===== src/rtl/hist_pkg.sv =====
package hist_pkg;

    typedef enum logic [3:0] {
        ST_IDLE,
        ST_CLEAR,
        ST_REQ,
        ST_WAIT,
        ST_READ,
        ST_WRITE,
        ST_HOLD,
        ST_LOAD,
        ST_FETCH,
        ST_SHIFT,
        ST_DONE
    } hist_state_e;

endpackage


===== src/rtl/hist_ram.sv =====
module hist_ram #(
    parameter int ADDR_W = 8,
    parameter int DATA_W = 12
) (
    input  logic              clk,
    input  logic              we,
    input  logic [ADDR_W-1:0] waddr,
    input  logic [DATA_W-1:0] wdata,
    input  logic              re,
    input  logic [ADDR_W-1:0] raddr,
    output logic [DATA_W-1:0] rdata
);
    localparam int DEPTH = 1 << ADDR_W;

    logic [DATA_W-1:0] mem [DEPTH];

    always_ff @(posedge clk) begin
        if (we) begin
            mem[waddr] <= wdata;
        end
        if (re) begin
            rdata <= mem[raddr];
        end
    end
endmodule


===== src/rtl/hist_run_counter.sv =====
module hist_run_counter #(
    parameter int LIMIT = 2048
) (
    input  logic clk,
    input  logic rst_n,
    input  logic clr,
    input  logic inc,
    output logic last
);
    localparam int CNT_W = (LIMIT > 2) ? $clog2(LIMIT) : 1;
    localparam logic [CNT_W-1:0] TOP = CNT_W'(LIMIT - 1);

    logic [CNT_W-1:0] cnt_q;

    always_ff @(posedge clk or negedge rst_n) begin
        if (!rst_n) begin
            cnt_q <= '0;
        end else if (clr) begin
            cnt_q <= '0;
        end else if (inc) begin
            cnt_q <= cnt_q + CNT_W'(1);
        end
    end

    assign last = (cnt_q == TOP);
endmodule


===== src/rtl/hist_shifter.sv =====
module hist_shifter #(
    parameter int DATA_W = 12
) (
    input  logic              clk,
    input  logic              rst_n,
    input  logic              load,
    input  logic [DATA_W-1:0] load_data,
    input  logic              shift,
    output logic              msb,
    output logic              last
);
    localparam int CNT_W = $clog2(DATA_W);

    logic [DATA_W-1:0] sh_q;
    logic [CNT_W-1:0]  bcnt_q;

    always_ff @(posedge clk or negedge rst_n) begin
        if (!rst_n) begin
            sh_q   <= '0;
            bcnt_q <= '0;
        end else if (load) begin
            sh_q   <= load_data;
            bcnt_q <= CNT_W'(DATA_W - 1);
        end else if (shift) begin
            sh_q <= {sh_q[DATA_W-2:0], 1'b0};
            if (bcnt_q != '0) begin
                bcnt_q <= bcnt_q - CNT_W'(1);
            end
        end
    end

    assign msb  = sh_q[DATA_W-1];
    assign last = (bcnt_q == '0);
endmodule


===== src/rtl/hist_collector.sv =====
module hist_collector
    import hist_pkg::*;
#(
    parameter int CODE_W      = 8,
    parameter int NUM_SAMPLES = 2048
) (
    input  logic              clk,
    input  logic              rst_n,
    input  logic              start,
    input  logic [CODE_W-1:0] adc_code,
    input  logic              conv_done,
    output logic              conv_start,
    input  logic              scan_req,
    input  logic              scan_tick,
    output logic              scan_out,
    output logic              scan_valid,
    output logic              busy,
    output logic              unload_done
);
    localparam int BIN_W = $clog2(NUM_SAMPLES + 1);
    localparam logic [CODE_W-1:0] TOP_CODE = {CODE_W{1'b1}};

    hist_state_e state_q, state_d;

    logic [CODE_W-1:0] idx_q;
    logic [CODE_W-1:0] code_q;
    logic              pend_q;

    logic              ram_we, ram_re;
    logic [CODE_W-1:0] ram_waddr, ram_raddr;
    logic [BIN_W-1:0]  ram_wdata, ram_rdata;
    logic              cnt_clr, cnt_inc, cnt_last;
    logic              sh_load, sh_shift, sh_msb, sh_last;
    logic              capturing;

    // state register
    always_ff @(posedge clk or negedge rst_n) begin
        if (!rst_n) begin
            state_q <= ST_IDLE;
        end else begin
            state_q <= state_d;
        end
    end

    // next-state logic
    always_comb begin
        state_d = state_q;
        unique case (state_q)
            ST_IDLE:  if (start) state_d = ST_CLEAR;
            ST_CLEAR: if (idx_q == TOP_CODE) state_d = ST_REQ;
            ST_REQ:   state_d = ST_WAIT;
            ST_WAIT:  if (conv_done) state_d = ST_READ;
            ST_READ:  state_d = ST_WRITE;
            ST_WRITE: state_d = cnt_last ? ST_HOLD : ST_REQ;
            ST_HOLD: begin
                if (start) begin
                    state_d = ST_CLEAR;
                end else if (pend_q || scan_req) begin
                    state_d = ST_LOAD;
                end
            end
            ST_LOAD:  state_d = ST_FETCH;
            ST_FETCH: state_d = ST_SHIFT;
            ST_SHIFT: begin
                if (scan_tick && sh_last) begin
                    state_d = (idx_q == TOP_CODE) ? ST_DONE : ST_LOAD;
                end
            end
            ST_DONE:  if (start) state_d = ST_CLEAR;
            default:  state_d = ST_IDLE;
        endcase
    end

    // output and control decode
    always_comb begin
        capturing   = (state_q == ST_CLEAR) || (state_q == ST_REQ) ||
                      (state_q == ST_WAIT)  || (state_q == ST_READ) ||
                      (state_q == ST_WRITE);
        busy        = capturing;
        conv_start  = (state_q == ST_REQ);
        scan_valid  = (state_q == ST_SHIFT) && scan_tick;
        scan_out    = sh_msb;
        unload_done = (state_q == ST_DONE);

        ram_we    = (state_q == ST_CLEAR) || (state_q == ST_WRITE);
        ram_waddr = (state_q == ST_CLEAR) ? idx_q : code_q;
        ram_wdata = (state_q == ST_CLEAR) ? '0 : ram_rdata + BIN_W'(1);
        ram_re    = (state_q == ST_READ) || (state_q == ST_LOAD);
        ram_raddr = (state_q == ST_READ) ? code_q : idx_q;

        cnt_clr  = (state_q == ST_CLEAR);
        cnt_inc  = (state_q == ST_WRITE);
        sh_load  = (state_q == ST_FETCH);
        sh_shift = (state_q == ST_SHIFT) && scan_tick;
    end

    // index, code latch and pending scan request
    always_ff @(posedge clk or negedge rst_n) begin
        if (!rst_n) begin
            idx_q  <= '0;
            code_q <= '0;
            pend_q <= 1'b0;
        end else begin
            if (state_q != ST_CLEAR && state_d == ST_CLEAR) begin
                idx_q <= '0;
            end else if (state_q == ST_CLEAR) begin
                idx_q <= idx_q + CODE_W'(1);
            end else if (state_q == ST_HOLD && state_d == ST_LOAD) begin
                idx_q <= '0;
            end else if (state_q == ST_SHIFT && scan_tick && sh_last) begin
                idx_q <= idx_q + CODE_W'(1);
            end

            if (state_q == ST_WAIT && conv_done) begin
                code_q <= adc_code;
            end

            if (state_q != ST_CLEAR && state_d == ST_CLEAR) begin
                pend_q <= 1'b0;
            end else if (state_q == ST_HOLD && state_d == ST_LOAD) begin
                pend_q <= 1'b0;
            end else if (scan_req && (capturing || state_q == ST_HOLD)) begin
                pend_q <= 1'b1;
            end
        end
    end

    hist_ram #(.ADDR_W(CODE_W), .DATA_W(BIN_W)) u_ram (
        .clk   (clk),
        .we    (ram_we),
        .waddr (ram_waddr),
        .wdata (ram_wdata),
        .re    (ram_re),
        .raddr (ram_raddr),
        .rdata (ram_rdata)
    );

    hist_run_counter #(.LIMIT(NUM_SAMPLES)) u_cnt (
        .clk   (clk),
        .rst_n (rst_n),
        .clr   (cnt_clr),
        .inc   (cnt_inc),
        .last  (cnt_last)
    );

    hist_shifter #(.DATA_W(BIN_W)) u_shift (
        .clk       (clk),
        .rst_n     (rst_n),
        .load      (sh_load),
        .load_data (ram_rdata),
        .shift     (sh_shift),
        .msb       (sh_msb),
        .last      (sh_last)
    );
endmodule


===== config.mk =====
export PLATFORM = sky130hd
export DESIGN_NAME = hist_collector
export DESIGN_NICKNAME = d
export VERILOG_FILES = /design/src/rtl/hist_pkg.sv /design/src/rtl/hist_ram.sv /design/src/rtl/hist_run_counter.sv /design/src/rtl/hist_shifter.sv /design/src/rtl/hist_collector.sv
export SDC_FILE = /design/constraint.sdc
export NUM_CORES = 2
export LEC_CHECK = 0
export BUFFER_PORTS_ARGS = -buffer_cell sky130_fd_sc_hd__clkbuf_2
export CAP_MARGIN = 40
export CELL_PAD_IN_SITES_DETAIL_PLACEMENT = 1
export CELL_PAD_IN_SITES_GLOBAL_PLACEMENT = 2
export CORE_MARGIN = 2
export CORE_UTILIZATION = 50
export CTS_CLUSTER_DIAMETER = 30
export CTS_CLUSTER_SIZE = 8
export DETAILED_ROUTE_END_ITERATION = 8
export PLACE_DENSITY_LB_ADDON = 0.1
export SYNTH_ARGS = -nofsm -noshare
export SYNTH_HDL_FRONTEND = slang
export SYNTH_SLANG_ARGS = --single-unit

===== constraint.sdc =====
create_clock -name clk -period 17.5 [get_ports clk]
set_input_delay 1.75 -clock clk [delete_from_list [all_inputs] [get_ports clk]]
set_output_delay 1.75 -clock clk [all_outputs]
set_load 0.01 [all_outputs]

==> summary by stage <==
Outcome
The run finished with clean final reports.

Floorplanning
19 I/O pins were placed. The die covers 253000 um2. In this run the standard cell core region covers 248000 um2.

For this configuration, the core starts out at a cell density of 50.2%. The die outline width is 503 um. The number of cell rows is 183. The height of the die is 503 um.

STA
After layout, the worst path uses 40.8% of the clock period. The minimum period implied by the final worst setup slack is 7140 ps. Setup repair after global routing left no endpoint under its margin. The setup violation total in the final timing report is 0. The post-route setup TNS is 0 ps. The slew at the pin with the worst max-slew slack is 1420 ps. The worst slew slack as a fraction of its limit is 5.66%. The count of final max-slew check failures came to 0. Between clock sinks in the finished design, the worst skew comes to 78.7 ps.

The top achievable clock speed is 140 MHz. The final count of hold timing violations is 0.

Worst setup path
The critical path buffer and inverter count is 7. The minimum setup slack among reg-to-reg paths is 10360 ps. The family with the most delay on the worst path is buffers and inverters. The cell type of the slowest stage on the worst timing path is sky130_fd_sc_hd__dfrtp_1. The most frequent cell on the critical path is sky130_fd_sc_hd__buf_4. The maximum single-stage delay on the critical path is 760 ps. STA classifies the critical path endpoint as a flop. The data arrival time of the critical path is 7820 ps. By startpoint and endpoint, the worst setup path is classified as flop to flop.

The maximum fanout count along the critical path is 107. The signal on the critical path passes through nor4b_4 > buf_4 > mux2i_4 > buf_12 > buf_4 > buf_4 > buf_4 > mux4_2 > o211ai_1 > o211ai_1 > nor4_1 > buf_2 > buf_4 > nor3_1. The data required time of the worst path is 18180 ps. The launching element type of the critical path is a flop.

Detailed routing
The remaining routing DRC violations is 0. The iteration-0 DRC count of the detailed router is 10.7k. The count of nets left with antenna violations once routing finished came out at 0. The total wirelength of the detailed-routed design is 460 mm. Dividing the detail-routed wire length by the instance count gives 35.3 um. The number of vias per cell after detailed routing is 6.45. The first TritonRoute pass finished after 6 iterations. The via count of the routed design is 83.9k.

Clock tree
The clock tree buffer depth is 4. The cell at the root of the clock tree is sky130_fd_sc_hd__clkbuf_16. After clock tree synthesis, the setup repair step added 0 buffers.

The number of buffers created by CTS is 631. After clock tree synthesis, the flow added hold-fix buffers numbering 0. The H-tree was split into 6 levels. At the later pin of the worst-skew pair, clock insertion delay measures 960 ps.

The clock-pin slew of the registers on the worst-case setup and hold paths is 50 ps. In this run, post-CTS repair resized a total of 0 instances. The number of sinks driven by the clock tree is 3132. TritonCTS built the clock tree.

Global routing
The number of antenna violations at the first check in global routing is 23. The first-pass GRT wire length is 645 mm. Entering global routing, the biggest net connects 217 pins. The overall fraction of global-route tracks in use is 36.1%.

The overall overflow remaining after global route is 0. The via count of the first global-routing pass is 86.2k.

Final layout
For this run, the share of the core covered by cells in the final layout is 61.4%. The number of nets in the layout is 9196. Of the cells placed in the final design, the portion with a size suffix greater than 1 is 18.7%. After routing the design area is 152000 um2. The number of fill cells in the layout is 22.7k. The area growth from synthesis to layout is 22.3%.

Yosys
After synthesis, the most frequently instantiated cells are sky130_fd_sc_hd__edfxtp_1, sky130_fd_sc_hd__nand2_1, sky130_fd_sc_hd__nand3_1. After synthesis, the cell types taking the most area are sky130_fd_sc_hd__edfxtp_1, sky130_fd_sc_hd__nand2_1, sky130_fd_sc_hd__nand3_1. The number of standard cells after synthesis is 8550.

Yosys mapped a number of flops with a built-in enable equal to 3084. The most numerous cell in the Yosys netlist is sky130_fd_sc_hd__edfxtp_1. Counting flops with an async set or reset pin after synthesis yields a share of 1.53%. The number of nets in the synthesized netlist is 8569. Of all cell types, the one taking the most synthesized area is sky130_fd_sc_hd__edfxtp_1. The post-synthesis sequential element count is 3132.

The share of synthesized area occupied by flip-flops and latches is 75.3%. After synthesis, the mean cell area works out to 14.6 um2. The mapped cell area is 125000 um2. For this run, the number of Yosys warnings is 0. In the synthesized netlist the dominant register cell turns out to be sky130_fd_sc_hd__edfxtp_1. Of the post-synthesis cell area, the dominant cell type holds 74.4%. The count of distinct cell types in the synthesized netlist is 81.

Power
The combinational fraction of design power is 21.0%. The worst-case IR drop observed on VDD is 0.124 mV. The sequential share of power is 34.3%. Of the total power, the clock network draws 44.6%. Net switching is 31.2% of the power. Summed over all nets, the switching power comes to 8.08 mW. Summed over all cells, the static leakage comes to 52.4 nW. For this design the ratio of total power to cell area is 170 nW/um2. The internal power of the cells totals 17.8 mW.

Placement
The weighted congestion at the end of routability-driven global placement is 0.906. Buffers placed on the I/O ports in this run total 18. The HPWL reported at the end of detailed placement is 273 mm.

The instance area after placement is 132000 um2.

Min path
The type of the worst min-delay path is flop to flop.

Flow run
Across the run, the number of max-cap violations was 0.
## per-layer routing
| layer | track usage [%] | routed length (um) |
|---|---|---|
| met4 | 21.6 | 31300 |
| met3 | 8.10 | 43900 |
| met2 | 55.6 | 210000 |
| met1 | 47.1 | 174000 |
| met5 | 0 | 86 |
## final cells by class
type	count	area [um2]	area share (%)
flip-flops and latches	3132	93800	61.6
multi-input cells	4863	28600	18.8
clock buffers	757	16500	10.8
repair buffers	542	5240	3.44
well taps	3330	4170	2.74
clock inverters	376	3940	2.58
inverters	7	26.3	0.0172
diodes	10	25.0	0.0164
## metrics by stage
stage,power [mW],cells,setup slack (ps),hold slack [ps]
final,25.9,13000,10360,517
after global routing,26.5,13000,10070,545
after floorplan,12.3,8550,7920,454
after detailed placement,14.3,11900,10380,490
after global placement,14.1,11700,10030,479
after CTS,25.9,13000,10390,526
## registers in the layout (all words and copies together), names as in the netlist
register	flops
u_ram.mem	3072
idx_q	8
pend_q	1
u_shift.sh_q	12
u_cnt.cnt_q	11
state_q	4
code_q	8
u_shift.bcnt_q	4
u_ram.rdata	12
## layout by cell type, fill, tap and decap left out, types with 94 or more instances in the layout
| cell type | n |
|---|---|
| sky130_fd_sc_hd__a21oi_1 | 287 |
| sky130_fd_sc_hd__a31oi_1 | 165 |
| sky130_fd_sc_hd__buf_4 | 381 |
| sky130_fd_sc_hd__clkbuf_1 | 113 |
| sky130_fd_sc_hd__clkbuf_16 | 641 |
| sky130_fd_sc_hd__clkinv_1 | 110 |
| sky130_fd_sc_hd__clkinv_2 | 114 |
| sky130_fd_sc_hd__edfxtp_1 | 3084 |
| sky130_fd_sc_hd__mux2i_1 | 257 |
| sky130_fd_sc_hd__mux4_2 | 168 |
| sky130_fd_sc_hd__nand2_1 | 2008 |
| sky130_fd_sc_hd__nand3_1 | 767 |
| sky130_fd_sc_hd__nor2_1 | 223 |
| sky130_fd_sc_hd__nor2_2 | 94 |
## final timing paths
| check | start | end | depth (start not counted) |
|---|---|---|---|
| worst min register to register | u_cnt.cnt_q[0] | u_cnt.cnt_q[0] | 1 |
| worst max register to register | state_q[2] | u_ram.rdata[10] | 14 |
| min in group asynchronous | rst_n | u_shift.sh_q[0] | 2 |
| worst max-delay path | state_q[2] | u_ram.rdata[10] | 14 |
| max in group asynchronous | rst_n | idx_q[4] | 2 |
| worst min-delay path | u_cnt.cnt_q[0] | u_cnt.cnt_q[0] | 1 |
## power by group through the flow
stage	sequential, mW	clock [mW]	combinational, mW
final	8.89	11.6	5.45
after global routing	8.89	12.0	5.67
after CTS	8.89	11.6	5.34
after detailed placement	9.01	0	5.27
after global placement	9.02	0	5.06
after floorplan	9.17	0	3.08
## cell families (layout without fill, tap and decap cells)
group | after synthesis | count (layout) | synth area share (%)
AO/OA/AOI/OAI | 945 | 945 | 5.03
XOR/XNOR | 20 | 20 | 0.141
adder cells (fa/ha/maj) | 6 | 6 | 0.0583
buffers and inverters | 555 | 1682 | 2.28
flip-flops | 3132 | 3132 | 75.3
multiplexers | 452 | 452 | 5.35
other | 0 | 10 | 0
AND/OR/NAND/NOR | 3440 | 3440 | 11.8
Power figures use the tool's default switching activity.
